==> src/rtl/pcr_pkg.sv <==
package pcr_pkg;
  localparam int SR_W  = 32;
  localparam int NFLAG = 6;
  typedef logic [4:0] sr_pos_t;
  // flag strobe index -> status word bit
  localparam sr_pos_t FLAG_POS [NFLAG] = '{5'd14, 5'd13, 5'd12, 5'd1, 5'd9, 5'd8};
endpackage

==> src/rtl/pcr_pc_mode.sv <==
module pcr_pc_mode #(
  parameter int XLEN = 64
) (
  input  logic            clk,
  input  logic            rst,
  input  logic            pc_we,
  input  logic [XLEN-1:0] pc_wdata,
  input  logic            mode_we,
  output logic [XLEN-1:0] pc_q,
  output logic            mode_q,
  output logic            mode_err
);
  always_ff @(posedge clk) begin
    if (rst) begin
      pc_q     <= '0;
      mode_q   <= 1'b0;
      mode_err <= 1'b0;
    end else begin
      if (pc_we) begin
        pc_q   <= {pc_wdata[XLEN-1:1], 1'b0};
        mode_q <= pc_wdata[0];
      end
      mode_err <= mode_we;
    end
  end
endmodule

==> src/rtl/pcr_status.sv <==
module pcr_status
  import pcr_pkg::*;
(
  input  logic             clk,
  input  logic             rst,
  input  logic             full_we,
  input  logic [SR_W-1:0]  full_wdata,
  input  logic [NFLAG-1:0] flag_we,
  input  logic [NFLAG-1:0] flag_wdata,
  output logic [SR_W-1:0]  sr_q,
  output logic [NFLAG-1:0] flag_q
);
  logic [SR_W-1:0] stage [NFLAG+1];

  assign stage[0] = full_we ? full_wdata : sr_q;

  for (genvar g = 0; g < NFLAG; g++) begin : g_flag
    logic [SR_W-1:0] mask;
    assign mask         = flag_we[g] ? (SR_W'(1) << FLAG_POS[g]) : '0;
    assign stage[g+1]   = (stage[g] & ~mask) | (flag_wdata[g] ? mask : '0);
    assign flag_q[g]    = sr_q[FLAG_POS[g]];
  end

  always_ff @(posedge clk) begin
    if (rst) sr_q <= '0;
    else     sr_q <= stage[NFLAG];
  end
endmodule

==> src/rtl/pcr_cr_bank.sv <==
module pcr_cr_bank #(
  parameter int DEPTH = 64,
  parameter int W     = 64,
  localparam int AW   = $clog2(DEPTH)
) (
  input  logic          clk,
  input  logic          rst,
  input  logic          we,
  input  logic [AW-1:0] waddr,
  input  logic [W-1:0]  wdata,
  input  logic [AW-1:0] raddr,
  output logic [W-1:0]  rdata
);
  logic [W-1:0]     mem [DEPTH];
  logic [DEPTH-1:0] valid;
  logic [W-1:0]     rd_q;
  logic             vld_q;

  // storage without reset so it maps to block RAM
  always_ff @(posedge clk) begin
    if (we && !rst) mem[waddr] <= wdata;
    rd_q <= mem[raddr];
  end

  always_ff @(posedge clk) begin
    if (rst) begin
      valid <= '0;
      vld_q <= 1'b0;
    end else begin
      vld_q <= valid[raddr];
      if (we) valid[waddr] <= 1'b1;
    end
  end

  assign rdata = vld_q ? rd_q : '0;
endmodule

==> src/rtl/pcr_unit.sv <==
module pcr_unit
  import pcr_pkg::*;
#(
  parameter int XLEN  = 64,
  parameter int CR_N  = 64,
  parameter int CR_W  = 64,
  localparam int IW   = $clog2(CR_N)
) (
  input  logic             clk,
  input  logic             rst,
  input  logic             pc_we,
  input  logic [XLEN-1:0]  pc_wdata,
  output logic [XLEN-1:0]  pc_q,
  output logic             mode_q,
  input  logic             mode_we,
  input  logic             mode_wdata,
  output logic             mode_err,
  input  logic             cr_we,
  input  logic [IW-1:0]    cr_widx,
  input  logic [CR_W-1:0]  cr_wdata,
  input  logic [IW-1:0]    cr_ridx,
  output logic [CR_W-1:0]  cr_rdata,
  output logic [SR_W-1:0]  sr_q,
  input  logic [NFLAG-1:0] flag_we,
  input  logic [NFLAG-1:0] flag_wdata,
  output logic [NFLAG-1:0] flag_q
);
  logic            sr_full_we, bank_we, sel0_q, unused_mode;
  logic [SR_W-1:0] sr_snap_q;
  logic [CR_W-1:0] bank_rdata;

  assign unused_mode = mode_wdata;
  assign sr_full_we  = cr_we && (cr_widx == '0);
  assign bank_we     = cr_we && (cr_widx != '0);

  pcr_pc_mode #(.XLEN(XLEN)) u_pc (
    .clk(clk), .rst(rst), .pc_we(pc_we), .pc_wdata(pc_wdata),
    .mode_we(mode_we), .pc_q(pc_q), .mode_q(mode_q), .mode_err(mode_err)
  );

  pcr_status u_sr (
    .clk(clk), .rst(rst), .full_we(sr_full_we), .full_wdata(cr_wdata[SR_W-1:0]),
    .flag_we(flag_we), .flag_wdata(flag_wdata), .sr_q(sr_q), .flag_q(flag_q)
  );

  pcr_cr_bank #(.DEPTH(CR_N), .W(CR_W)) u_bank (
    .clk(clk), .rst(rst), .we(bank_we), .waddr(cr_widx), .wdata(cr_wdata),
    .raddr(cr_ridx), .rdata(bank_rdata)
  );

  always_ff @(posedge clk) begin
    if (rst) begin
      sel0_q    <= 1'b0;
      sr_snap_q <= '0;
    end else begin
      sel0_q    <= (cr_ridx == '0);
      sr_snap_q <= sr_q;
    end
  end

  assign cr_rdata = sel0_q ? {{(CR_W-SR_W){1'b0}}, sr_snap_q} : bank_rdata;
endmodule

==> config.mk <==
export PLATFORM = sky130hd
export DESIGN_NAME = pcr_unit
export DESIGN_NICKNAME = d
export VERILOG_FILES = /design/src/rtl/pcr_pkg.sv /design/src/rtl/pcr_pc_mode.sv /design/src/rtl/pcr_status.sv /design/src/rtl/pcr_cr_bank.sv /design/src/rtl/pcr_unit.sv
export SDC_FILE = /design/constraint.sdc
export NUM_CORES = 2
export LEC_CHECK = 0
export BUFFER_PORTS_ARGS = -buffer_cell sky130_fd_sc_hd__clkbuf_2
export CORE_MARGIN = 1
export CORE_UTILIZATION = 25
export DETAILED_ROUTE_END_ITERATION = 8
export REMOVE_ABC_BUFFERS = 1
export SYNTH_ARGS = -nofsm -noshare
export SYNTH_HDL_FRONTEND = slang
export SYNTH_HIERARCHICAL = 1
export SYNTH_SLANG_ARGS = --single-unit
export TNS_END_PERCENT = 50
==> constraint.sdc <==
create_clock -name clk -period 5.26 [get_ports clk]
set_input_delay 0 -clock clk [delete_from_list [all_inputs] [get_ports clk]]
set_output_delay 0 -clock clk [all_outputs]
set_load 0.01 [all_outputs]
After elaboration in Yosys (flattened, before gate mapping) --
Memories as Yosys holds them, arrays and structs flattened. A register that Yosys moved wholly into a read port is not among the register bits. Cells that the tools add are included.
Storage, ports and cells: flip-flop bits (word level) 195, bits in writable memories 4096, output and inout bits 168, word-level logic and storage cells 60, memories 1
Operators by class: $lt $le $gt $ge 3, multiplexer cells 21, bitwise operators 19, reduce and logical (&&, ||, !) cells 8
Memory list:
- u_bank.mem | words 64, width 64, rd ports 1, clocked after Yosys merged registers in 1, wr ports 1, RTL line pcr_cr_bank.sv:14 | logic [W-1:0] mem [DEPTH];
Operators by type and width (number):
- 32-bit two-way mux | 7
- 32-bit bitwise AND | 6
- 32-bit inverter | 6
- 32-bit bitwise OR | 6
- 64-bit two-way mux | 2
- 64-bit bitwise OR | 1
- 15-bit two-way mux | 1
- 6-bit by 7-bit less-than comparator with 1-bit output, second input constant | 2
- 14-bit two-way mux | 1
- 13-bit two-way mux | 1
- 6-bit zero test | 2
- 10-bit two-way mux | 1
- 9-bit two-way mux | 1
- 1-bit binary-select mux with 6-bit select | 1
- 1-bit demux with 6-bit select | 1
- 6-bit by 1-bit greater-or-equal comparator with 1-bit output, second input constant | 1
- 6-bit nonzero test | 1
- 1-bit logical AND | 4
- 1-bit two-way mux | 4
- 2-bit two-way mux | 1
- 1-bit zero test | 1

Longest topological paths before layout --
depth after elaboration 15, depth in mapped cells 10, depth with buffers taken out 5

By module --
The synthesis kept the hierarchy.
By module, submodules not included:
- pcr_cr_bank | instances 1, cells an instance 7020, area an instance 160350.0 um^2, seq. area each 125580.4 um^2
- pcr_pc_mode | instances 1, cells an instance 210, area an instance 2334.7 um^2, seq. area each 1301.2 um^2
- pcr_unit | instances 1, cells an instance 145, area an instance 1515.2 um^2, seq. area each 660.6 um^2
- pcr_status | instances 1, cells an instance 121, area an instance 1262.5 um^2, seq. area each 640.6 um^2

Worst setup path after synthesis --
Ideal clock, no wire load.
path kind input port to flip-flop, start input port cr_widx[0], end memory u_bank.mem[12][0], enable pin, setup time 0.487 ns, arrival 3.803 ns, required time 4.773 ns, slack 0.970 ns, stages on the path 6, cells stage by stage nor4_1 -> a21boi_0 -> nor2b_1 -> nand3_1 -> clkbuf_1 -> nor2_1
On the way: cells in the longest elaborated chain, start to end 5
RTL lines:
- start, declared | RTL line pcr_unit.sv:19 | input logic [IW-1:0] cr_widx,
- 6-bit nonzero test | RTL line pcr_unit.sv:34 | assign bank_we = cr_we && (cr_widx != '0);
- 1-bit logical AND | RTL line pcr_unit.sv:34
- net bank_we | RTL line pcr_unit.sv:28 | logic sr_full_we, bank_we, sel0_q, unused_mode;
- 1-bit logical AND | RTL line pcr_cr_bank.sv:21 | if (we && !rst) mem[waddr] <= wdata;
- 1-bit two-way mux | RTL line pcr_cr_bank.sv:21
- 1-bit two-way mux (implied by the code) | RTL line pcr_cr_bank.sv:21
- end, declared | RTL line pcr_cr_bank.sv:14
The timed path passes the listed nets, and every way through them passes these cells.

Final worst setup path --
start input port cr_widx[3], end memory u_bank.mem[21][49], enable pin
Same word-level chain as after synthesis.

==> impl_metrics.json <==
{
  "fin_setup_tns_ps": 0,
  "finalMaxSlewViolations": 0,
  "viasPerCell": 4.63,
  "antenna_found_initial": 44,
  "critical_path_arrival_ps": 4170,
  "top_usage_layer": "met2",
  "p_per_area_nw_per_um2": 364,
  "placed_area_um2": 179000,
  "grt_remaining_overflow": 0,
  "clk_latency_ps": 1050,
  "cts_made_buffers": 434,
  "clockRootBuffer": "clkbuf_16",
  "power_mw": 71.5,
  "ant_nets": 0,
  "outcome": "completed",
  "reg2reg_depth": 7,
  "final-instance-count-excl-fill": 17500,
  "end_kind": "flip-flop",
  "leakage_nw": 61.2,
  "relSlewSlack_pct": 14.6,
  "synth_edf_count": 4096,
  "drc": 0,
  "firstDrtPassIters": 7,
  "setup_viol": 0,
  "worstMarginPinSlew_ps": 1280,
  "synthesis.area_um2": 165000,
  "final_core_util_pct": 29.8,
  "final_area_um2": 196000,
  "grt_pass1_vias": 82100,
  "synth_top_area_share_pct": 74.3,
  "wl_per_cell_um": 25.4,
  "cp-start-kind": "input pin",
  "clock_sinks": 4355,
  "cts.clk_slew.worst_paths_ps": 60,
  "syn2layout_area_growth_pct": 18.6,
  "drt_iter0_drc": 7660,
  "skew_ps": 65.5,
  "synth_area_leader_cell": "edfxtp_1",
  "finalCritPeriodShare_pct": 67.9,
  "place_congestion": 0.743,
  "hpwl_um": 243000,
  "use_met1_pct": 17.0,
  "synth_seq_area_share_pct": 77.5,
  "yosys_register_bits": 4355,
  "ys_warn_count": 6,
  "grt_max_degree": 134,
  "min_period_ps": 3570,
  "min_from": "cr_wdata[33]",
  "wirelength_um": 445000,
  "setup_ws_ps": 1690,
  "path_max_fanout": 43,
  "hold_path.class": "in2reg",
  "htreeDepth": 5,
  "final_common_cell": "edfxtp_1",
  "async_reset_ff_share_pct": 0,
  "hold_viol": 0,
  "min_to": "u_bank/mem[56][33]$_DFFE_PP_",
  "row_count": 298,
  "maxCapViolations": 0,
  "dp_cells": 16300,
  "drive_gt1_share_pct": 28.5,
  "hold_ws_ps": 51.4,
  "die_area_um2": 665000,
  "synthFlopType": "edfxtp_1",
  "dp_slack_ps": 1780,
  "start_util_pct": 25.1,
  "yosysUniqueCellTypes": 51,
  "synth.avg_cell_area_um2": 22.1,
  "rrSetupSlack_ps": 2340,
  "grt_pass1_wl_um": 625000,
  "final_cell_mix": "4096 x edfxtp_1, 917 x mux4_2, 435 x clkbuf_16",
  "grt.total_usage_pct": 12.9,
  "synth_area_leaders": "edfxtp_1 74%, mux4_2 12%, dfxtp_1 3.1%, mux2i_1 2.2%, mux2_2 2.2%",
  "max_freq_ghz": 0.280,
  "die_h_um": 816,
  "use_met3_pct": 2.01,
  "port-buffer-count": 323,
  "fp.dieW_um": 816,
  "pin_count": 326,
  "whs_path_depth": 1,
  "grt_use_met2_pct": 21.8,
  "grt_setup_unrepaired": "no",
  "cts_tree": "done",
  "ir_drop_mv": 0.293,
  "vias": 81200,
  "coreArea_um2": 659000,
  "worstPathRequired_ps": 5860,
  "syn-instance-count": 7496,
  "cts_buffer_depth": 4,
  "r2r_start": "u_bank/valid[3]$_SDFFE_PP0P_",
  "critical_path_class": "in2reg",
  "r2r-end": "u_bank/vld_q$_SDFF_PP0_",
  "nNetsFinal": 8602
}
[cell families after synthesis]
family,synth area share [%]
flip-flops,77.5
multiplexers,16.9
AO/OA/AOI/OAI,2.58
buffers and inverters,1.70
AND/OR/NAND/NOR,1.38
other,0.00227
[critical path, cell delays in order]
cell and delay (ps):
dlygate4sd3_1 600, clkbuf_2 210, nor4_1 80, a21boi_0 460
nand4_1 560, dlygate4sd3_1 920, buf_4 260, nor2_4 110
buf_4 810
[sequential cells by signal, indices dropped and copies added, names as in the netlist, named ones only]
register,flops
u_bank/mem,4096
u_bank/rd_q,64
u_bank/valid,64
u_pc/pc_q,63
sr_snap_q,32
u_sr/sr_q,26
sel0_q,1
u_bank/vld_q,1
u_pc/mode_err,1
u_pc/mode_q,1
[how the worst max path moves through the flow]
| stage | startpoint | endpoint | slack, ps | depth (start not counted) |
|---|---|---|---|---|
| 4_1_cts | u_bank/vld_q$_SDFF_PP0_ | cr_rdata[36] | 1610 | 4 |
| 2_1_floorplan | cr_widx[0] | u_bank/mem[12][0]$_DFFE_PP_ | 970 | 5 |
| 6_report | cr_widx[3] | u_bank/mem[21][49]$_DFFE_PP_ | 1690 | 9 |
| 5_1_grt | cr_widx[3] | u_bank/mem[21][49]$_DFFE_PP_ | 1600 | 9 |
| 3_3_place_gp | cr_widx[3] | u_bank/mem[56][55]$_DFFE_PP_ | 1830 | 8 |
| 3_5_place_dp | cr_widx[3] | u_bank/mem[56][55]$_DFFE_PP_ | 1780 | 8 |
[layer usage]
metal | wire length (um) | vias to the layer above | part of all wire (%)
li1 | - | 33500 | -
met1 | 182000 | 44000 | 41
met2 | 219000 | 2994 | 49
met3 | 28900 | 704 | 6.5
met4 | 14900 | 8 | 3.3
met5 | 40 | - | 0.0090
[final cells by class]
cell class / count / area (um2)
Timing Repair Buffer: 963 / 8210
Multi-Input combinational cell: 2620 / 35000
Clock inverter: 239 / 2020
Clock buffer: 559 / 11600
Antenna cell: 15 / 37.5
Inverter: 70 / 263
Tap cell: 8700 / 10900
Sequential cell: 4355 / 128000
Fill cell: 63200 / 463000
[where the power goes]
| group | switching (mW) | total [mW] | leakage (nW) | internal, mW |
|---|---|---|---|---|
| clock network | 13.3 | 29.8 | 6.61 | 16.5 |
| registers | 0.0846 | 38.2 | 39.0 | 38.1 |
| logic | 2.01 | 3.45 | 15.6 | 1.44 |
[Yosys cell counts, drive strengths merged (2+ instances only)]
master	n
inv	70
nand4b	2
o22ai	238
nand2	15
o221ai	73
o21ai	27
or3b	3
nand4	2
nand2b	4
clkbuf	162
dfxtp	259
nor2	185
mux2i	364
or4	26
nand3b	6
nor3	25
buf	289
edfxtp	4096
a21oi	2
or3	4
o22a	73
a221oi	65
mux2	322
mux4	917
a211o	6
a211oi	88
nand3	6
and2	65
nor4	2
nor2b	85
[timing repair]
action	4_1_cts	5_1_grt
buffers inserted	0	0
endpoints found under the hold margin	3733	65
gates resized for setup	0	0
hold buffers	373	1
No activity file was read; power rests on OpenSTA's default activity.
